`src/rtl/txt_cursor_pkg.sv`:
```
package txt_cursor_pkg;

  typedef enum logic [1:0] {
    CUR_STEADY     = 2'b00,
    CUR_HIDDEN     = 2'b01,
    CUR_BLINK_FAST = 2'b10,
    CUR_BLINK_SLOW = 2'b11
  } cur_mode_e;

  // Visibility of the cursor for a mode, given the two blink phases
  // (a phase bit of 1 means "in the visible half").
  function automatic logic mode_visible(input cur_mode_e mode,
                                        input logic      fast_on,
                                        input logic      slow_on);
    logic v;
    case (mode)
      CUR_STEADY:     v = 1'b1;
      CUR_HIDDEN:     v = 1'b0;
      CUR_BLINK_FAST: v = fast_on;
      default:        v = slow_on;
    endcase
    return v;
  endfunction

endpackage

```
`src/rtl/txt_cursor_blink.sv`:
```
module txt_cursor_blink #(
  parameter int CNT_W = 5
) (
  input  logic clk,
  input  logic rst_n,
  input  logic frame_tick,
  output logic fast_on,
  output logic slow_on
);
  localparam int FAST_BIT = CNT_W - 2;
  localparam int SLOW_BIT = CNT_W - 1;

  logic [CNT_W-1:0] frame_cnt;

  always_ff @(posedge clk) begin
    if (!rst_n)          frame_cnt <= '0;
    else if (frame_tick) frame_cnt <= frame_cnt + CNT_W'(1);
  end

  assign fast_on = ~frame_cnt[FAST_BIT];
  assign slow_on = ~frame_cnt[SLOW_BIT];

  // one step per frame pulse, wrapping naturally
  assert_frame_step_R9: assert property (@(posedge clk) disable iff (!rst_n)
    frame_tick |=> frame_cnt == $past(frame_cnt) + CNT_W'(1));
  assert_frame_hold_R9: assert property (@(posedge clk) disable iff (!rst_n)
    !frame_tick |=> $stable(frame_cnt));
  // the slow phase can only toggle when the fast phase wraps to visible
  assert_slow_follows_fast_R8: assert property (@(posedge clk) disable iff (!rst_n)
    (slow_on != $past(slow_on)) |-> (fast_on && !$past(fast_on)));

endmodule

```
`src/rtl/txt_cursor_match.sv`:
```
module txt_cursor_match #(
  parameter int ADDR_W = 14,
  parameter int RAS_W  = 5
) (
  input  logic [ADDR_W-1:0] mem_addr,
  input  logic [ADDR_W-1:0] cur_pos,
  input  logic [RAS_W-1:0]  raster,
  input  logic [RAS_W-1:0]  first_raster,
  input  logic [RAS_W-1:0]  last_raster,
  output logic              addr_hit,
  output logic              band_hit
);
  logic above_first, below_last;

  assign addr_hit    = (mem_addr == cur_pos);
  assign above_first = (raster >= first_raster);
  assign below_last  = (raster <= last_raster);
  assign band_hit    = above_first & below_last;

endmodule

```
`src/rtl/txt_cursor_gen.sv`:
```
module txt_cursor_gen
  import txt_cursor_pkg::*;
#(
  parameter int ADDR_W = 14,
  parameter int RAS_W  = 5,
  parameter int CNT_W  = 5
) (
  input  logic              clk,
  input  logic              rst_n,
  input  logic [ADDR_W-1:0] mem_addr,
  input  logic [RAS_W-1:0]  raster,
  input  logic              disp_en,
  input  logic              frame_tick,
  input  logic [ADDR_W-1:0] cur_pos,
  input  logic [RAS_W-1:0]  first_raster,
  input  logic [RAS_W-1:0]  last_raster,
  input  logic [1:0]        cur_mode,
  output logic              cursor_out
);
  logic      addr_hit, band_hit;
  logic      fast_on, slow_on;
  logic      visible;
  logic      cursor_d;
  cur_mode_e mode;

  assign mode = cur_mode_e'(cur_mode);

  txt_cursor_match #(.ADDR_W(ADDR_W), .RAS_W(RAS_W)) u_match (
    .mem_addr     (mem_addr),
    .cur_pos      (cur_pos),
    .raster       (raster),
    .first_raster (first_raster),
    .last_raster  (last_raster),
    .addr_hit     (addr_hit),
    .band_hit     (band_hit)
  );

  txt_cursor_blink #(.CNT_W(CNT_W)) u_blink (
    .clk        (clk),
    .rst_n      (rst_n),
    .frame_tick (frame_tick),
    .fast_on    (fast_on),
    .slow_on    (slow_on)
  );

  assign visible  = mode_visible(mode, fast_on, slow_on);
  assign cursor_d = disp_en & addr_hit & band_hit & visible;

  always_ff @(posedge clk) begin
    if (!rst_n) cursor_out <= 1'b0;
    else        cursor_out <= cursor_d;
  end

  // blanking wins
  assert_blank_low_R4: assert property (@(posedge clk) disable iff (!rst_n)
    !disp_en |=> !cursor_out);
  // wrong cell never shows
  assert_addr_only_R2: assert property (@(posedge clk) disable iff (!rst_n)
    (mem_addr != cur_pos) |=> !cursor_out);
  // outside the raster band never shows
  assert_band_only_R3: assert property (@(posedge clk) disable iff (!rst_n)
    ((raster < first_raster) || (raster > last_raster)) |=> !cursor_out);
  // hidden mode
  assert_hidden_R6: assert property (@(posedge clk) disable iff (!rst_n)
    (cur_mode == 2'b01) |=> !cursor_out);
  // steady mode shows on every qualifying cycle
  assert_steady_R5: assert property (@(posedge clk) disable iff (!rst_n)
    (cur_mode == 2'b00 && disp_en && mem_addr == cur_pos &&
     raster >= first_raster && raster <= last_raster) |=> cursor_out);

endmodule

```
`config.mk`:
```
export PLATFORM = sky130hd
export DESIGN_NAME = txt_cursor_gen
export DESIGN_NICKNAME = d
export VERILOG_FILES = /design/src/rtl/txt_cursor_pkg.sv /design/src/rtl/txt_cursor_blink.sv /design/src/rtl/txt_cursor_match.sv /design/src/rtl/txt_cursor_gen.sv
export SDC_FILE = /design/constraint.sdc
export NUM_CORES = 1
export LEC_CHECK = 0
export BUFFER_PORTS_ARGS = -buffer_cell sky130_fd_sc_hd__buf_4
export CAP_MARGIN = 10
export CORE_MARGIN = 4
export CORE_UTILIZATION = 42
export DETAILED_ROUTE_END_ITERATION = 6
export GPL_TIMING_DRIVEN = 0
export PLACE_DENSITY = 0.83
export SETUP_SLACK_MARGIN = 0.1
export SLEW_MARGIN = 40
export SYNTH_ARGS = -nofsm -noshare
export SYNTH_HDL_FRONTEND = slang
export SYNTH_SLANG_ARGS = --single-unit
export TNS_END_PERCENT = 50
```
`constraint.sdc`:
```
create_clock -name clk -period 3 [get_ports clk]
set_clock_uncertainty 0.1 [all_clocks]
set_input_delay 0.45 -clock clk [delete_from_list [all_inputs] [get_ports clk]]
set_output_delay 0.45 -clock clk [all_outputs]
set_load 0.03 [all_outputs]
```
==> impl_metrics.env <==
export IMPL_final_common_cell="buf_4"
export IMPL_overflow=0
export IMPL_mostFrequentLayoutCells="buf_4 (49), xnor2_1 (13), inv_1 (11), ha_1 (11), dfxtp_1 (6)"
export IMPL_rows=13
export IMPL_status="finished clean"
export IMPL_antenna_found_initial=0
export IMPL_ys_types=22
export IMPL_fillCellCount=117
export IMPL_htree_levels=1
export IMPL_io_pins=50
export IMPL_start_util_pct=47.4
export IMPL_crit_required_ns=3.08
export IMPL_drc_errors=0
export IMPL_postLayoutCoreUtil_pct=77.0
export IMPL_nets=191
export IMPL_die_width_um=47.5
export IMPL_critPathLaunchType="primary input"
export IMPL_clock_sinks=6
export IMPL_cts_tree="yes"
export IMPL_crit_path_end_kind="register"
export IMPL_ys_seq_elements=6
export IMPL_slew_headroom_pct=79.3
export IMPL_cts_inserted_buffers=3
export IMPL_num_antenna_cells=0
export IMPL_gp_congestion=0.761
export IMPL_vias=710
export IMPL_vdd_drop_max_v=0.000134
export IMPL_p_per_area_nw_per_um2=254
export IMPL_synthCells=77
export IMPL_root_buffer="clkbuf_4"
export IMPL_avgViaCountPerCell=4.93
export IMPL_max_freq_mhz=585
export IMPL_cap_violations=0
export IMPL_fin_crit_sh_pct=57.0
export IMPL_setup_viol=0
export IMPL_netlist_area_sq_um=656
export IMPL_reg2reg_slack_ns=1.62
export IMPL_fin_crit_ns=1.71
export IMPL_cts_hold_buf=0
export IMPL_drv_slew=0
export IMPL_coreArea_sq_um=1380
export IMPL_grt_max_degree=7
export IMPL_multi_input_area_sq_um=494
export IMPL_clk_insertion_delay_late_ns=0.25
export IMPL_route_detailed_wl_per_inst_um=12.2
export IMPL_crit_fanout=1
export IMPL_yosys_warnings=0
export IMPL_hold_viol=0
export IMPL_holdCritPathClass="primary input to register"
export IMPL_hpwl_mm=1.63
export IMPL_yosysSeqAreaShare_pct=18.3
export IMPL_critical_path_class="primary input to register"
export IMPL_cts_setup_buffers=0
export IMPL_syn_area_per_cell_sq_um=8.51
export IMPL_fin_setup_tns_ns=0
export IMPL_p_leak_nw=0.548
export IMPL_rsz0062_at_grt="false"
export IMPL_cts_resized_gates=0
export IMPL_syn_num_nets=137
export IMPL_antenna_left=0
export IMPL_firstDrtPassIters=2
export IMPL_die_h_um=47.5
export IMPL_area_growth_synth_to_final_pct=62.4
export IMPL_max_clock_path_buffers=2
export IMPL_regArea_sq_um=120
export IMPL_dieArea_sq_um=2260
export IMPL_crit_arrival_ns=1.79
export IMPL_drive_above_1_share_pct=41.1
export IMPL_wl_mm=1.76
export IMPL_grt_pass1_vias=693
export IMPL_clkTransAtPathRegs_ns=0.05
export IMPL_io_buffer_count=49
export IMPL_track_usage_pct=16.8
export IMPL_worst_pin_slew_ns=0.308
export IMPL_drtIter0Drc=3
export IMPL_grt_pass1_wl_mm=2.70
[kinds of logic after synthesis]
| family | share of synthesized area, % |
|---|---|
| AO/OA/AOI/OAI | 8.40 |
| flip-flops | 18.3 |
| adder cells (fa/ha/maj) | 21.0 |
| XOR/XNOR | 24.0 |
| AND/OR/NAND/NOR | 20.4 |
| multiplexers | 1.53 |
| buffers and inverters | 6.30 |
[power by group]
group / total (mW) / internal, mW / switching, mW
logic: 0.111 / 0.0696 / 0.0415
registers: 0.0855 / 0.0830 / 0.00247
clock network: 0.0740 / 0.0452 / 0.0288
total: 0.271 / 0.198 / 0.0728
[routing by layer]
layer	wire length [um]	track usage, %	vias to the layer above	share of wire (%)
li1	-	-	367	-
met1	621	17.7	313	35
met2	968	33.2	28	55
met3	161	4.14	2	9.2
met4	4	3.31	0	0.23
met5	0	0	-	0
[through the flow]
| stage | hold slack [ns] | power (mW) | worst slack (ns) | cell area [sq um] | cells |
|---|---|---|---|---|---|
| 5_1_grt | 0.346 | 0.293 | 1.17 | 1060 | 144 |
| 6_report | 0.347 | 0.271 | 1.29 | 1060 | 144 |
| 2_1_floorplan | 0.410 | 0.135 | 1.44 | 656 | 77 |
| 3_3_place_gp | 0.431 | 0.194 | 1.07 | 1040 | 141 |
| 4_1_cts | 0.341 | 0.274 | 1.28 | 1060 | 144 |
| 3_5_place_dp | 0.444 | 0.199 | 1.05 | 1040 | 141 |
[cell type report]
class	count	area share, %
Timing Repair Buffer	49	34.5
Tap cell	15	1.76
Clock buffer	3	2.12
Sequential cell	6	11.3
Multi-Input combinational cell	60	46.4
Inverter	11	3.88
[cell usage after synthesis (all sizes together)]
cell | count | area, sq um
nor4 | 2 | 12.5
a21oi | 2 | 10.0
ha | 11 | 138
nand4 | 5 | 46.3
a21boi | 1 | 7.51
o22ai | 1 | 6.26
xnor2 | 13 | 114
nand2b | 1 | 6.26
nor2 | 2 | 7.51
nand2 | 2 | 7.51
and2 | 4 | 25.0
o221a | 1 | 11.3
nor2b | 1 | 6.26
nand3 | 2 | 10.0
xor2 | 5 | 43.8
mux2i | 1 | 10.0
dfxtp | 6 | 120
nand3b | 1 | 7.51
inv | 11 | 41.3
o21ai | 4 | 20.0
nor3 | 1 | 5.00
[worst paths after layout]
check	cells past startpoint	from	end
worst max-delay path	6	cur_pos[8]	cursor_out$_SDFF_PN0_
worst max register to register	4	u_blink.frame_cnt[4]$_SDFFE_PN0P_	cursor_out$_SDFF_PN0_
worst min-delay path	2	rst_n	u_blink.frame_cnt[0]$_SDFFE_PN0P_
worst min register to register	2	u_blink.frame_cnt[1]$_SDFFE_PN0P_	u_blink.frame_cnt[1]$_SDFFE_PN0P_
[flip-flops by register name, summed over array words and instances (netlist names)]
signal	cells
cursor_out	1
u_blink.frame_cnt	5
[critical path, stage by stage]
cell     delay (ns)
buf_4          0.11
xor2_1         0.15
nor4_1         0.34
nand4_1        0.16
nor4_1         0.36
o221a_1        0.23
No activity file was read; power rests on OpenSTA's default activity.
